$ cat config.mk
export PLATFORM = sky130hd
export DESIGN_NAME = dmach_addr_gen
export DESIGN_NICKNAME = d
export VERILOG_FILES = /design/src/rtl/dmach_pkg.sv /design/src/rtl/dmach_pair.sv /design/src/rtl/dmach_regs.sv /design/src/rtl/dmach_fsm.sv /design/src/rtl/dmach_addr_fmt.sv /design/src/rtl/dmach_addr_gen.sv
export SDC_FILE = /design/constraint.sdc
export NUM_CORES = 1
export LEC_CHECK = 0
export BUFFER_PORTS_ARGS = -buffer_cell sky130_fd_sc_hd__buf_2
export CAP_MARGIN = 20
export CORE_ASPECT_RATIO = 1.5
export CORE_MARGIN = 2
export CORE_UTILIZATION = 59
export CTS_CLUSTER_DIAMETER = 40
export DETAILED_ROUTE_END_ITERATION = 6
export GPL_ROUTABILITY_DRIVEN = 0
export PLACE_DENSITY = 0.88
export SLEW_MARGIN = 10
export SYNTH_ARGS = -nofsm -noshare
export SYNTH_HDL_FRONTEND = slang
export SYNTH_SLANG_ARGS = --single-unit
$ cat constraint.sdc
create_clock -name clk -period 3 [get_ports clk]
set_clock_uncertainty 0.15 [all_clocks]
set_input_delay 0.15 -clock clk [delete_from_list [all_inputs] [get_ports clk]]
set_output_delay 0.15 -clock clk [all_outputs]
set_load 0.02 [all_outputs]
$ cat src/rtl/dmach_pkg.sv
package dmach_pkg;

    typedef enum logic [1:0] {
        ST_MASKED  = 2'd0,
        ST_IDLE    = 2'd1,
        ST_REQUEST = 2'd2
    } chan_state_e;

    typedef enum logic [1:0] {
        SEL_PAGE  = 2'd0,
        SEL_ADDR  = 2'd1,
        SEL_COUNT = 2'd2,
        SEL_MODE  = 2'd3
    } reg_sel_e;

    typedef struct packed {
        logic word;
        logic dec;
        logic autoinit;
    } chan_mode_t;

endpackage

$ cat src/rtl/dmach_pair.sv
module dmach_pair #(
    parameter int W = 16
) (
    input  logic         clk,
    input  logic         rst_n,
    input  logic         load,
    input  logic [W-1:0] load_val,
    input  logic         reload,
    input  logic         step,
    input  logic [W-1:0] step_val,
    output logic [W-1:0] base_o,
    output logic [W-1:0] cur_o
);

    always_ff @(posedge clk or negedge rst_n) begin
        if (!rst_n) begin
            base_o <= '0;
            cur_o  <= '0;
        end else if (load) begin
            base_o <= load_val;
            cur_o  <= load_val;
        end else if (reload) begin
            cur_o  <= base_o;
        end else if (step) begin
            cur_o  <= step_val;
        end
    end

endmodule

$ cat src/rtl/dmach_regs.sv
module dmach_regs
    import dmach_pkg::*;
#(
    parameter int PAGE_W = 8,
    parameter int ADDR_W = 16,
    parameter int CNT_W  = 16,
    parameter int DATA_W = 16
) (
    input  logic              clk,
    input  logic              rst_n,
    input  logic              wr_en,
    input  logic [1:0]        wr_sel,
    input  logic [DATA_W-1:0] wr_data,
    input  logic              step,
    input  logic              reload,
    output logic [PAGE_W-1:0] cur_page,
    output logic [ADDR_W-1:0] cur_addr,
    output logic [ADDR_W-1:0] base_addr,
    output logic [CNT_W-1:0]  cur_cnt,
    output logic [CNT_W-1:0]  base_cnt,
    output chan_mode_t        mode
);

    localparam logic [ADDR_W-1:0] ADDR_ONE = ADDR_W'(1);
    localparam logic [CNT_W-1:0]  CNT_ONE  = CNT_W'(1);

    reg_sel_e           sel;
    logic               ld_page, ld_addr, ld_cnt, ld_mode;
    logic [PAGE_W-1:0]  base_page;
    logic [ADDR_W-1:0]  addr_next;
    logic [CNT_W-1:0]   cnt_next;

    always_comb begin
        sel     = reg_sel_e'(wr_sel);
        ld_page = wr_en && (sel == SEL_PAGE);
        ld_addr = wr_en && (sel == SEL_ADDR);
        ld_cnt  = wr_en && (sel == SEL_COUNT);
        ld_mode = wr_en && (sel == SEL_MODE);
        addr_next = mode.dec ? (cur_addr - ADDR_ONE) : (cur_addr + ADDR_ONE);
        cnt_next  = cur_cnt - CNT_ONE;
    end

    dmach_pair #(.W(PAGE_W)) u_page (
        .clk      (clk),
        .rst_n    (rst_n),
        .load     (ld_page),
        .load_val (wr_data[PAGE_W-1:0]),
        .reload   (reload),
        .step     (1'b0),
        .step_val (cur_page),
        .base_o   (base_page),
        .cur_o    (cur_page)
    );

    dmach_pair #(.W(ADDR_W)) u_addr (
        .clk      (clk),
        .rst_n    (rst_n),
        .load     (ld_addr),
        .load_val (wr_data[ADDR_W-1:0]),
        .reload   (reload),
        .step     (step),
        .step_val (addr_next),
        .base_o   (base_addr),
        .cur_o    (cur_addr)
    );

    dmach_pair #(.W(CNT_W)) u_cnt (
        .clk      (clk),
        .rst_n    (rst_n),
        .load     (ld_cnt),
        .load_val (wr_data[CNT_W-1:0]),
        .reload   (reload),
        .step     (step),
        .step_val (cnt_next),
        .base_o   (base_cnt),
        .cur_o    (cur_cnt)
    );

    always_ff @(posedge clk or negedge rst_n) begin
        if (!rst_n) begin
            mode <= '0;
        end else if (ld_mode) begin
            mode.word     <= wr_data[0];
            mode.dec      <= wr_data[1];
            mode.autoinit <= wr_data[2];
        end
    end

endmodule

$ cat src/rtl/dmach_fsm.sv
module dmach_fsm
    import dmach_pkg::*;
(
    input  logic clk,
    input  logic rst_n,
    input  logic mode_wr,
    input  logic mask_bit,
    input  logic term,
    input  logic autoinit,
    input  logic dreq,
    output logic accept,
    output logic mask_o,
    output logic svc_req_o,
    output logic tc_o
);

    chan_state_e state, state_nxt;
    chan_state_e live_nxt;

    always_comb begin
        live_nxt  = dreq ? ST_REQUEST : ST_IDLE;
        state_nxt = state;
        unique case (state)
            ST_MASKED: begin
                if (mode_wr && !mask_bit) state_nxt = live_nxt;
            end
            ST_IDLE, ST_REQUEST: begin
                if (mode_wr)                state_nxt = mask_bit ? ST_MASKED : live_nxt;
                else if (term && !autoinit) state_nxt = ST_MASKED;
                else                        state_nxt = live_nxt;
            end
            default: state_nxt = ST_MASKED;
        endcase
    end

    always_ff @(posedge clk or negedge rst_n) begin
        if (!rst_n) state <= ST_MASKED;
        else        state <= state_nxt;
    end

    always_ff @(posedge clk or negedge rst_n) begin
        if (!rst_n) tc_o <= 1'b0;
        else        tc_o <= term;
    end

    always_comb begin
        accept    = (state != ST_MASKED);
        mask_o    = (state == ST_MASKED);
        svc_req_o = (state == ST_REQUEST);
    end

endmodule

$ cat src/rtl/dmach_addr_fmt.sv
module dmach_addr_fmt #(
    parameter int PAGE_W = 8,
    parameter int ADDR_W = 16
) (
    input  logic                     word,
    input  logic [PAGE_W-1:0]        page,
    input  logic [ADDR_W-1:0]        addr,
    output logic [PAGE_W+ADDR_W-1:0] addr_o
);

    always_comb begin
        if (word) addr_o = {page[PAGE_W-1:1], addr, 1'b0};
        else      addr_o = {page, addr};
    end

endmodule

$ cat src/rtl/dmach_addr_gen.sv
module dmach_addr_gen
    import dmach_pkg::*;
#(
    parameter int PAGE_W = 8,
    parameter int ADDR_W = 16,
    parameter int CNT_W  = 16,
    parameter int DATA_W = 16
) (
    input  logic                     clk,
    input  logic                     rst_n,
    input  logic                     wr_en,
    input  logic [1:0]               wr_sel,
    input  logic [DATA_W-1:0]        wr_data,
    input  logic                     dreq_i,
    input  logic                     xfer_i,
    output logic [PAGE_W+ADDR_W-1:0] addr_o,
    output logic                     svc_req_o,
    output logic                     mask_o,
    output logic                     tc_o
);

    logic              accept, xfer_ok, term, mode_wr, reload;
    logic [PAGE_W-1:0] cur_page;
    logic [ADDR_W-1:0] cur_addr, base_addr;
    logic [CNT_W-1:0]  cur_cnt, base_cnt;
    chan_mode_t        mode;

    always_comb begin
        xfer_ok = xfer_i && accept;
        term    = xfer_ok && (cur_cnt == '0);
        reload  = term && mode.autoinit;
        mode_wr = wr_en && (reg_sel_e'(wr_sel) == SEL_MODE);
    end

    dmach_regs #(
        .PAGE_W (PAGE_W),
        .ADDR_W (ADDR_W),
        .CNT_W  (CNT_W),
        .DATA_W (DATA_W)
    ) u_regs (
        .clk       (clk),
        .rst_n     (rst_n),
        .wr_en     (wr_en),
        .wr_sel    (wr_sel),
        .wr_data   (wr_data),
        .step      (xfer_ok),
        .reload    (reload),
        .cur_page  (cur_page),
        .cur_addr  (cur_addr),
        .base_addr (base_addr),
        .cur_cnt   (cur_cnt),
        .base_cnt  (base_cnt),
        .mode      (mode)
    );

    dmach_fsm u_fsm (
        .clk       (clk),
        .rst_n     (rst_n),
        .mode_wr   (mode_wr),
        .mask_bit  (wr_data[3]),
        .term      (term),
        .autoinit  (mode.autoinit),
        .dreq      (dreq_i),
        .accept    (accept),
        .mask_o    (mask_o),
        .svc_req_o (svc_req_o),
        .tc_o      (tc_o)
    );

    dmach_addr_fmt #(
        .PAGE_W (PAGE_W),
        .ADDR_W (ADDR_W)
    ) u_fmt (
        .word   (mode.word),
        .page   (cur_page),
        .addr   (cur_addr),
        .addr_o (addr_o)
    );

endmodule

==> results of run 1 <==
[state kept, by name (all words and copies together) (netlist names)]
signal and cells:
u_regs.u_addr.base_o 16, u_regs.u_addr.cur_o 16, u_regs.u_cnt.base_o 16, u_regs.u_cnt.cur_o 16, u_regs.u_page.base_o 8, u_regs.u_page.cur_o 8
u_regs.mode 3, u_fsm.state 2, u_fsm.tc_o 1
[logic make-up (layout without fill, tap and decap cells)]
family | count (synthesis) | after routing
buffers and inverters | 41 | 104
muxes | 35 | 35
adders and majority gates | 20 | 20
xor gates and xnor gates | 17 | 17
DFF | 86 | 86
AOI/OAI and AO/OA | 127 | 127
and+or+nand+nor | 191 | 191
[critical path, stage by stage (launching register included)]
cell,delay (ns)
dfrtp_1,0.41
or4_4,0.58
nor4_4,0.35
and3_4,0.38
buf_4,0.26
nand2_1,0.08
o211ai_1,0.09
o21ai_0,0.13
o21ai_1,0.13
[cell usage in the layout, fill, tap and decap left out, types with 7 or more instances in the layout]
cell type,netlist,routed
o221ai_1,11,11
clkbuf_16,0,9
a31oi_1,7,7
a22oi_1,11,11
dfrtp_1,86,86
nand2_1,118,118
mux2_2,35,35
inv_1,10,10
nor2_1,24,24
a21oi_1,27,27
ha_1,19,19
xnor2_1,8,8
buf_4,8,12
xor2_1,9,9
buf_2,4,48
dlygate4sd3_1,0,18
nand3_1,10,10
o21ai_0,32,32
[worst paths after layout]
path                                             start                endpoint  slack (ns)  depth (start not counted)
worst max-delay path             u_regs.u_cnt.cur_o[8]  u_regs.u_addr.cur_o[4]        0.37                          8
worst min register to register  u_regs.u_cnt.base_o[4]  u_regs.u_cnt.base_o[4]        0.32                          2
min in group clk                             wr_sel[0]  u_regs.u_cnt.base_o[5]        0.15                          4
worst min-delay path                             rst_n   u_regs.u_cnt.cur_o[0]        0.09                          2
worst max register to register   u_regs.u_cnt.cur_o[8]  u_regs.u_addr.cur_o[4]        0.37                          8
max in group asynchronous                        rst_n  u_regs.u_cnt.cur_o[10]        1.99                          3
[through the flow]
step                worst slack, ns  instances  utilization, %  hold WS (ns)  total power [mW]
finish                        0.374        685            70.7        0.0942              5.39
global route                  0.140        685            70.7         0.107              5.75
CTS                           0.404        684            70.4         0.135              5.35
detailed placement            0.428        651            64.1         0.224              4.11
global placement              0.504        651            64.1         0.212              4.01
floorplan                     0.533        517               -        -0.296              3.55
[layout make-up]
cell class | count | area share [%]
sequential | 86 | 38.0
timing repair buffer | 79 | 9.50
tap | 105 | 2.32
clock buffer | 11 | 4.46
clock inverter | 4 | 1.24
multi-input combinational | 390 | 43.8
inverter | 10 | 0.663
[power groups by stage]
stage	logic [mW]	registers, mW	clock network (mW)
floorplan	1.83	1.72	0
global placement	2.19	1.82	0
detailed placement	2.27	1.84	0
CTS	2.32	1.82	1.21
global route	2.61	1.88	1.26
finish	2.36	1.83	1.20
[layer usage]
metal	wire (um)	GRT usage (%)	part of all wire (%)
met4	317	12.5	2.6
met1	4680	35.1	39
met5	0	0	0
met3	660	3.92	5.5
met2	6380	50.3	53
==> summary.md, run 1 <==
| Metric | Value |
|---|---|
| Number of enable-type register cells in the synthesized netlist | 0 |
| Worst min-delay path class | in -> async |
| Vert. Die Dim | 115 um |
| Effective utilization at floorplan | 60.4% |
| Per-cell routed wire length | 17.6 um |
| Drt drc | 0 |
| Yosys Warn Count | 0 |
| Yosys top cell by area | dfrtp_1 |
| Internal power contribution | 3.29 mW |
| Pin count of the biggest net entering global routing | 87 |
| Mapped Cells | 517 |
| Relative contribution of sequential cells to total power | 33.9% |
| Cell Area, Placed | 0.00513 mm2 |
| Total power divided by cell area | 952 mW/mm2 |
| Clock share of power | 22.3% |
| Number of rows in the core area | 40 |
| # resized after CTS | 0 |
| GRT Util Overall | 28.6% |
| Leakage power of the design | 2.69 nW |
| Adder-cell share of the synthesized area | 5.33% |
| First-pass GRT wire length | 20.4 mm |
| Switch share | 38.9% |
| Worst slew slack as a fraction of its limit | 55.1% |
| Port Buffer Count | 49 |
| Die Width | 77.9 um |
| Clk Latency, worst-skew pair | 0.34 ns |
| CTS sink cnt | 86 |
| Most frequent cell after synthesis | nand2_1 |
| Post-Syn Nets | 560 |
| Final min period | 2.63 ns |
| RSZ-0062 raised after global routing | no |
| Post-synthesis instance area | 0.00484 mm2 |
| Buffers inserted by post-CTS timing repair | 0 |
| Worst-margin pin slew | 0.674 ns |
| Proportion of synthesized chip area in sequential cells | 44.5% |
| Kind of end point of the critical path | flip-flop |
| Power spent charging and discharging nets | 2.10 mW |
| Core area | 0.00801 mm2 |
| Fraction of post-synthesis cell area in the top cell type by area | 44.5% |
| First-pass detailed-route iteration total | 5 |
| Ports placed on the boundary | 50 |
| Mux cell area share after synthesis | 8.15% |
| H-tree depth reported by CTS | 3 |
| Number of filler instances in the final layout | 561 |
| Die Area | 0.00896 mm2 |
| Dominant combinational cell family by area after synthesis | simple AND/OR/NAND/NOR gates |
| Most used standard cells in the synthesized netlist | nand2_1 (118), dfrtp_1 (86), mux2_2 (35), o21ai_0 (32), a21oi_1 (27) |
| Vias per Instance | 6.16 |
| Portion of the clock cycle consumed by the worst path in the final layout | 87.5% |
| HPWL after DPL | 8.06 mm |
| Critical path fanouts, max | 17 |
| Iter 0 DRT Violations | 365 |
| Worst setup path category | reg -> reg |
| Number of buffers inserted during clock tree synthesis | 9 |
| Clock slew at the register clock pins of the worst setup and hold paths | 0.06 ns |
| Outcome | finished, final reports clean |
| Antenna violations before repair | 0 |
| Logic gate share of total power | 43.7% |
| Share of post-route cells with drive strength above 1 | 20.5% |
| Fin Setup TNS | 0 ns |
| Worst IR Drop VDD | 0.613 mV |
| Via count of the first global-routing pass | 4297 |
| Sequential cell area | 0.00215 mm2 |
| Number of routed nets with antenna violations | 0 |
| Area growth syn-to-layout | 17.1% |
| Sum of overflow across all layers after global routing | 0 |
| Xor/xnor share of the synthesized area | 3.08% |
| Number of max-cap violations | 0 |
| Total of flip-flops plus latches after synthesis | 86 |
| Top_reg_cell synth | dfrtp_1 |
| Synth Area in Compound Gates | 16.9% |
| Via count | 4217 |
| # setup viols final | 0 |
| Diodes inserted | 0 |
| Library cells used by synthesis | 56 |
| Hold buffer count at CTS | 18 |
| Max Clock Freq | 0.381 GHz |
| Design area | 0.00566 mm2 |
| Arrival time at the worst endpoint | 2.74 ns |
| Root buf cell | clkbuf_16 |
| Multi-input gate area | 0.00248 mm2 |
| Async S/R FF share, synth | 100% |
| Largest cells by area after synthesis | dfrtp_1 (44%), nand2_1 (9.2%), mux2_2 (8.1%) |
| Hold violation total from the final report | 0 |
| Nature of the critical path startpoint | flip-flop |
| Clock tree from TritonCTS | built |
| Total Routed Length | 12.0 mm |
| Simple-gate area share of the yosys netlist | 17.9% |
| Avg Cell Area, Syn | 9.36 um2 |
| Final layout net count | 619 |
| Slew Viols, Final | 0 |
| Largest buffer count on any clock path | 2 |
| Required time of the critical path | 3.11 ns |
Power figures use the tool's default switching activity.
==> run 2, diff against run 1 <==
--- a/config.mk
+++ b/config.mk
@@ -9,11 +9,11 @@
 export CAP_MARGIN = 20
 export CORE_ASPECT_RATIO = 1.5
 export CORE_MARGIN = 2
-export CORE_UTILIZATION = 59
+export CORE_UTILIZATION = 56
 export CTS_CLUSTER_DIAMETER = 40
 export DETAILED_ROUTE_END_ITERATION = 6
 export GPL_ROUTABILITY_DRIVEN = 0
-export PLACE_DENSITY = 0.88
+export PLACE_DENSITY = 0.84
 export SLEW_MARGIN = 10
 export SYNTH_ARGS = -nofsm -noshare
 export SYNTH_HDL_FRONTEND = slang
==> run 2 against run 1 <==
Against the previous run: critical path type unchanged; largest cell class unchanged; critical endpoint is now u_regs.u_addr.cur_o[12]; via count decreased by 1.3%; clock power decreased by 16%; cell area decreased by 0.97%; routed wire length decreased by 2.6%.
==> summary.md, run 2 (synthesized netlist as in run 1, its figures left out) <==
| Metric | Value |
|---|---|
| Crit path buffers/inverters | 0 (was 1) |
| Design area | 0.00561 mm2 (was 0.00566 mm2) |
| Leading cell type in the layout, fill and taps excluded | nand2_1 (unchanged) |
| Max Clock Freq | 0.384 GHz (was 0.381 GHz) |
| Critical path fanouts, max | 7 (was 17) |
| Number of buffers inserted during clock tree synthesis | 9 (unchanged) |
| Hold buffer count at CTS | 18 (unchanged) |
| RSZ-0062 raised after global routing | no (unchanged) |
| Clock tree from TritonCTS | built (unchanged) |
| Clock slew at the register clock pins of the worst setup and hold paths | 0.06 ns (about the same) |
| Worst-margin pin slew | 0.685 ns (was 0.674 ns) |
| Least setup slack across all paths after layout | 0.394 ns (was 0.374 ns) |
| Number of filler instances in the final layout | 663 (was 561) |
| CTS sink cnt | 86 (unchanged) |
| Effective utilization at floorplan | 57.5% (was 60.4%) |
| Number of standard cells in the layout, taps in and fillers out | 688 (was 685) |
| Nature of the critical path startpoint | flip-flop (unchanged) |
| Leakage power of the design | 2.66 nW (was 2.69 nW) |
| Largest buffer count on any clock path | 2 (unchanged) |
| Per-cell routed wire length | 17.0 um (was 17.6 um) |
| Final hold slack | 0.0956 ns (was 0.0942 ns) |
| Worst slew slack as a fraction of its limit | 54.3% (was 55.1%) |
| Area growth syn-to-layout | 15.9% (was 17.1%) |
| Overall power consumption | 5.17 mW (was 5.39 mW) |
| Clk Latency, worst-skew pair | 0.34 ns (about the same) |
| Via count of the first global-routing pass | 4244 (was 4297) |
| Kind of end point of the critical path | flip-flop (unchanged) |
| Worst path cell trace | fa_1, a21oi_1, nand4b_1, nand3_1, a31oi_1, o21ai_0, xnor2_1, o22ai_1 (was or4_4, nor4_4, and3_4, buf_4, nand2_1, o211ai_1, o21ai_0, o21ai_1) |
| Required time of the critical path | 3.06 ns (was 3.11 ns) |
| Fin Setup TNS | 0 ns (unchanged) |
| Ports placed on the boundary | 50 (unchanged) |
| Slew Viols, Final | 0 (unchanged) |
| Post-placement setup slack | 0.408 ns (was 0.428 ns) |
| Multi-input gate area | 0.00248 mm2 (unchanged) |
| Worst IR Drop VDD | 0.479 mV (was 0.613 mV) |
| Peak per-stage delay on the critical path | 0.49 ns (was 0.58 ns) |
| Via count | 4162 (was 4217) |
| Final layout net count | 619 (unchanged) |
| Die Width | 79.9 um (was 77.9 um) |
| H-tree depth reported by CTS | 3 (unchanged) |
| Cell type group with the largest total delay on the critical path | compound AO/OA/AOI/OAI gates (was simple AND/OR/NAND/NOR gates) |
| Vert. Die Dim | 118 um (was 115 um) |
| Port Buffer Count | 49 (unchanged) |
| Total power divided by cell area | 922 mW/mm2 (was 952 mW/mm2) |
| Total Routed Length | 11.7 mm (was 12.0 mm) |
| Die Area | 0.00941 mm2 (was 0.00896 mm2) |
| Post-Route Utilization | 66.7% (was 70.7%) |
| Buffers inserted by post-CTS timing repair | 0 (unchanged) |
| Cell Area, Placed | 0.00514 mm2 (was 0.00513 mm2) |
| # resized after CTS | 0 (unchanged) |
| Antenna violations before repair | 0 (unchanged) |
| Cell Count Post-Placement | 653 (was 651) |
| Sequential cell area | 0.00215 mm2 (unchanged) |
| Number of max-cap violations | 0 (unchanged) |
| Iter 0 DRT Violations | 507 (was 365) |
| Hold violation total from the final report | 0 (unchanged) |
| Library cell contributing the largest single delay on the critical path | fa_1 (was or4_4) |
| HPWL after DPL | 8.15 mm (was 8.06 mm) |
| First-pass GRT wire length | 19.6 mm (was 20.4 mm) |
| Number of rows in the core area | 41 (was 40) |
| Share of post-route cells with drive strength above 1 | 20.5% (about the same) |
| Arrival time at the worst endpoint | 2.66 ns (was 2.74 ns) |
| Root buf cell | clkbuf_16 (unchanged) |
| Sum of overflow across all layers after global routing | 0 (unchanged) |
| Portion of the clock cycle consumed by the worst path in the final layout | 86.9% (was 87.5%) |
| Outcome | finished, final reports clean (unchanged) |
| Diodes inserted | 0 (unchanged) |
| # setup viols final | 0 (unchanged) |
| Number of routed nets with antenna violations | 0 (unchanged) |
| First-pass detailed-route iteration total | 5 (unchanged) |
| Drt drc | 0 (unchanged) |
| GRT Util Overall | 26.3% (was 28.6%) |
| Worst min-delay path class | in -> async (unchanged) |
| Most used cells in the layout excluding fill and tap cells | nand2_1 (118), dfrtp_1 (86), buf_2 (48) (unchanged) |
| Core area | 0.00841 mm2 (was 0.00801 mm2) |
| Worst setup path category | reg -> reg (unchanged) |
| Final min period | 2.61 ns (was 2.63 ns) |
| Vias per Instance | 6.05 (was 6.16) |
| Pin count of the biggest net entering global routing | 87 (unchanged) |
[run 2: cell count changes in the layout (fill, tap and decap cells not counted), sizes merged]
| cell | before | now |
|---|---|---|
| clkinv | 2 | 4 |
| inv | 10 | 11 |
| clkbuf | 11 | 10 |
| clkinvlp | 0 | 1 |
| bufinv | 2 | 0 |
[run 2: final timing paths]
kind,start,to,slack [ns],cells after the start
min in group clk,xfer_i,u_regs.u_cnt.cur_o[15],0.16,5
setup reg to reg,u_regs.u_addr.cur_o[0],u_regs.u_addr.cur_o[12],0.39,8
max in group asynchronous,rst_n,u_regs.u_cnt.base_o[11],1.99,3
hold reg to reg,u_regs.u_cnt.base_o[10],u_regs.u_cnt.base_o[10],0.32,2
hold / removal,rst_n,u_regs.u_page.cur_o[2],0.1,2
setup / recovery,u_regs.u_addr.cur_o[0],u_regs.u_addr.cur_o[12],0.39,8
[run 2: cell type report]
cell class                      count  share of cell area (%)
Tap cell                          107                    2.39
Clock buffer                       10                    4.08
Inverter                           10                   0.669
Timing Repair Buffer               79                    9.59
Clock inverter                      6                   0.647
Multi-Input combinational cell    390                    44.3
Sequential cell                    86                    38.4
[run 2: power breakdown]
part	total (mW)	switching, mW	leakage, nW	internal (mW)
Clock	1.01	0.452	0.132	0.558
Combinational	2.33	1.30	1.47	1.03
Sequential	1.83	0.341	1.05	1.49
Total	5.17	2.09	2.66	3.08
[run 2: routing by layer]
layer | vias up | wire, um | track usage [%]
li1 | 1947 | - | -
met1 | 2035 | 4660 | 31.9
met2 | 145 | 6060 | 44.1
met3 | 35 | 508 | 2.84
met4 | 0 | 486 | 15.9
met5 | - | 0 | 0
==> run 3, diff against run 2 <==
--- a/config.mk
+++ b/config.mk
@@ -8,7 +8,7 @@
 export BUFFER_PORTS_ARGS = -buffer_cell sky130_fd_sc_hd__buf_2
 export CAP_MARGIN = 20
 export CORE_ASPECT_RATIO = 1.5
-export CORE_MARGIN = 2
+export CORE_MARGIN = 8
 export CORE_UTILIZATION = 56
 export CTS_CLUSTER_DIAMETER = 40
 export DETAILED_ROUTE_END_ITERATION = 6
==> run 3 against run 2 <==
Against the previous run: non-clock buffer count is the same; routed wire length is 1.7% higher; clock-buffer cell count is 3 higher; power grew 4.5%; global-route usage decreased by 5.5 points; worst hold slack got worse by 0.046 ns; sequential power is essentially flat; maximum frequency is 0.45% higher; clock power up 21%; sequential share of layout area fell by 0.47 points; die area up 27%; highest routed layer unchanged; register-to-register slack about the same.
==> summary.md, run 3 (synthesized netlist as in run 1, its figures left out) <==
| Metric | Value |
|---|---|
| Largest buffer count on any clock path | 2 (unchanged) |
| Slew Viols, Final | 0 (unchanged) |
| Reg-to-reg critical path endpoint | u_regs.u_addr.cur_o[15] (was u_regs.u_addr.cur_o[12]) |
| Core area | 0.00841 mm2 (unchanged) |
| Worst slew slack as a fraction of its limit | 53.3% (was 54.3%) |
| Critical path fanouts, max | 11 (was 7) |
| Kind of end point of the critical path | flip-flop (unchanged) |
| Via count of the first global-routing pass | 4340 (was 4244) |
| Final layout net count | 619 (unchanged) |
| Worst-margin pin slew | 0.700 ns (was 0.685 ns) |
| Design area | 0.00568 mm2 (was 0.00561 mm2) |
| Launching point of the worst reg2reg path | u_regs.mode[1] (was u_regs.u_addr.cur_o[0]) |
| Overall power consumption | 5.41 mW (was 5.17 mW) |
| Cell Area, Placed | 0.00514 mm2 (unchanged) |
| Antenna violations before repair | 0 (unchanged) |
| Vias per Instance | 5.97 (was 6.05) |
| Worst IR Drop VDD | 0.487 mV (was 0.479 mV) |
| Most used cells in the layout excluding fill and tap cells | nand2_1 (118), dfrtp_1 (86), buf_2 (48) (unchanged) |
| Clock slew at the register clock pins of the worst setup and hold paths | 0.06 ns (about the same) |
| Number of cell instances on the worst register-to-register path | 9 (was 8) |
| Outcome | finished, final reports clean (unchanged) |
| # resized after CTS | 0 (unchanged) |
| Iter 0 DRT Violations | 293 (was 507) |
| Leakage power of the design | 2.69 nW (was 2.66 nW) |
| Leading cell type in the layout, fill and taps excluded | nand2_1 (unchanged) |
| GRT Util Overall | 20.8% (was 26.3%) |
| Root buf cell | clkbuf_16 (unchanged) |
| Area growth syn-to-layout | 17.4% (was 15.9%) |
| Final min period | 2.59 ns (was 2.61 ns) |
| Die Area | 0.0119 mm2 (was 0.00941 mm2) |
| Flop-to-flop setup slack | 0.41 ns (was 0.39 ns) |
| Via count | 4110 (was 4162) |
| H-tree depth reported by CTS | 3 (unchanged) |
| Total Routed Length | 11.9 mm (was 11.7 mm) |
| Clk Latency, worst-skew pair | 0.34 ns (about the same) |
| Max Clock Freq | 0.386 GHz (was 0.384 GHz) |
| Arrival time at the worst endpoint | 2.64 ns (was 2.66 ns) |
| Ports placed on the boundary | 50 (unchanged) |
| Post-placement setup slack | 0.417 ns (was 0.408 ns) |
| Worst min-delay path class | in -> reg (was in -> async) |
| RSZ-0062 raised after global routing | no (unchanged) |
| First-pass GRT wire length | 20.3 mm (was 19.6 mm) |
| Hold violation total from the final report | 0 (unchanged) |
| Port Buffer Count | 49 (unchanged) |
| Total power divided by cell area | 952 mW/mm2 (was 922 mW/mm2) |
| Capturing element of the worst setup path | u_regs.u_addr.cur_o[15] (was u_regs.u_addr.cur_o[12]) |
| Portion of the clock cycle consumed by the worst path in the final layout | 86.5% (was 86.9%) |
| CTS sink cnt | 86 (unchanged) |
| Worst setup path category | reg -> reg (unchanged) |
| Clock tree from TritonCTS | built (unchanged) |
| Number of routed nets with antenna violations | 0 (unchanged) |
| First-pass detailed-route iteration total | 4 (was 5) |
| Number of rows in the core area | 41 (unchanged) |
| Nature of the critical path startpoint | flip-flop (unchanged) |
| Vert. Die Dim | 130 um (was 118 um) |
| HPWL after DPL | 8.54 mm (was 8.15 mm) |
| Sum of overflow across all layers after global routing | 0 (unchanged) |
| Number of filler instances in the final layout | 670 (was 663) |
| Cell Count Post-Placement | 653 (unchanged) |
| Number of max-cap violations | 0 (unchanged) |
| Effective utilization at floorplan | 57.5% (unchanged) |
| Buffers inserted by post-CTS timing repair | 0 (unchanged) |
| Diodes inserted | 0 (unchanged) |
| Share of post-route cells with drive strength above 1 | 20.5% (unchanged) |
| Fin Setup TNS | 0 ns (unchanged) |
| Source of the critical timing path | u_regs.mode[1] (was u_regs.u_addr.cur_o[0]) |
| Pin count of the biggest net entering global routing | 87 (unchanged) |
| # setup viols final | 0 (unchanged) |
| Number of standard cells in the layout, taps in and fillers out | 688 (unchanged) |
| Die Width | 91.9 um (was 79.9 um) |
| Number of buffers inserted during clock tree synthesis | 9 (unchanged) |
| Required time of the critical path | 3.05 ns (was 3.06 ns) |
| Per-cell routed wire length | 17.3 um (was 17.0 um) |
| Least setup slack across all paths after layout | 0.406 ns (was 0.394 ns) |
| Drt drc | 0 (unchanged) |
==> run 3: cell types whose count changed in the layout (fill, tap and decap cells not counted) <==
cell	change
inv_6	-1
clkinv_2	-3
clkinvlp_4	-1
bufinv_16	+2
clkbuf_8	+3
==> run 3: per-stage QoR <==
stage	hold WS, ns	utilization [%]
floorplan	-0.296	-
detailed placement	0.223	61.1
global route	0.0723	67.5
finish	0.0494	67.5
CTS	0.0348	67.2
global placement	0.212	61.1
==> run 3: layer usage <==
layer	global-route usage (%)	vias up	wire [um]
li1	-	1942	-
met1	22.6	2000	4530
met2	37.8	142	6370
met3	4.60	26	681
met4	9.33	0	335
met5	0	-	0
==> run 3: worst min-delay path by stage <==
stage | from | end | slack, ns | cells past startpoint
floorplan | rst_n | u_fsm.state[0] | -0.30 | 0
finish | wr_sel[0] | u_regs.u_cnt.base_o[0] | 0.05 | 4
detailed placement | dreq_i | u_fsm.state[0] | 0.22 | 2
global route | wr_sel[0] | u_regs.u_cnt.base_o[1] | 0.07 | 4
CTS | wr_sel[0] | u_regs.u_cnt.base_o[1] | 0.03 | 4
global placement | dreq_i | u_fsm.state[0] | 0.21 | 2
==> run 3: report_power, final <==
group          leakage, nW  internal, mW  switching (mW)
Clock                0.166         0.796           0.423
Sequential            1.05          1.49           0.340
Combinational         1.47          1.04            1.32
==> run 3: critical path, cell delays in order, from the launching register on <==
cell	delay [ns]
dfrtp_1	0.46
buf_4	0.22
ha_1	0.34
a21o_1	0.21
nor3_1	0.15
a21oi_1	0.16
a41oi_1	0.33
a21oi_1	0.13
xnor2_1	0.18
o221ai_1	0.14
==> run 3: final cells by class <==
type / instances / area (um2) / area share, %
Clock inverter: 3 / 65.1 / 1.15
Tap cell: 107 / 134 / 2.36
Multi-Input combinational cell: 390 / 2480 / 43.7
Clock buffer: 13 / 270 / 4.76
Sequential cell: 86 / 2150 / 37.9
Inverter: 10 / 37.5 / 0.661
Timing Repair Buffer: 79 / 538 / 9.47
==> run 3: what timing repair did <==
action,CTS,global route
endpoints found under the hold margin,159,0
hold buffers,18,0
endpoints found under the setup margin,0,0
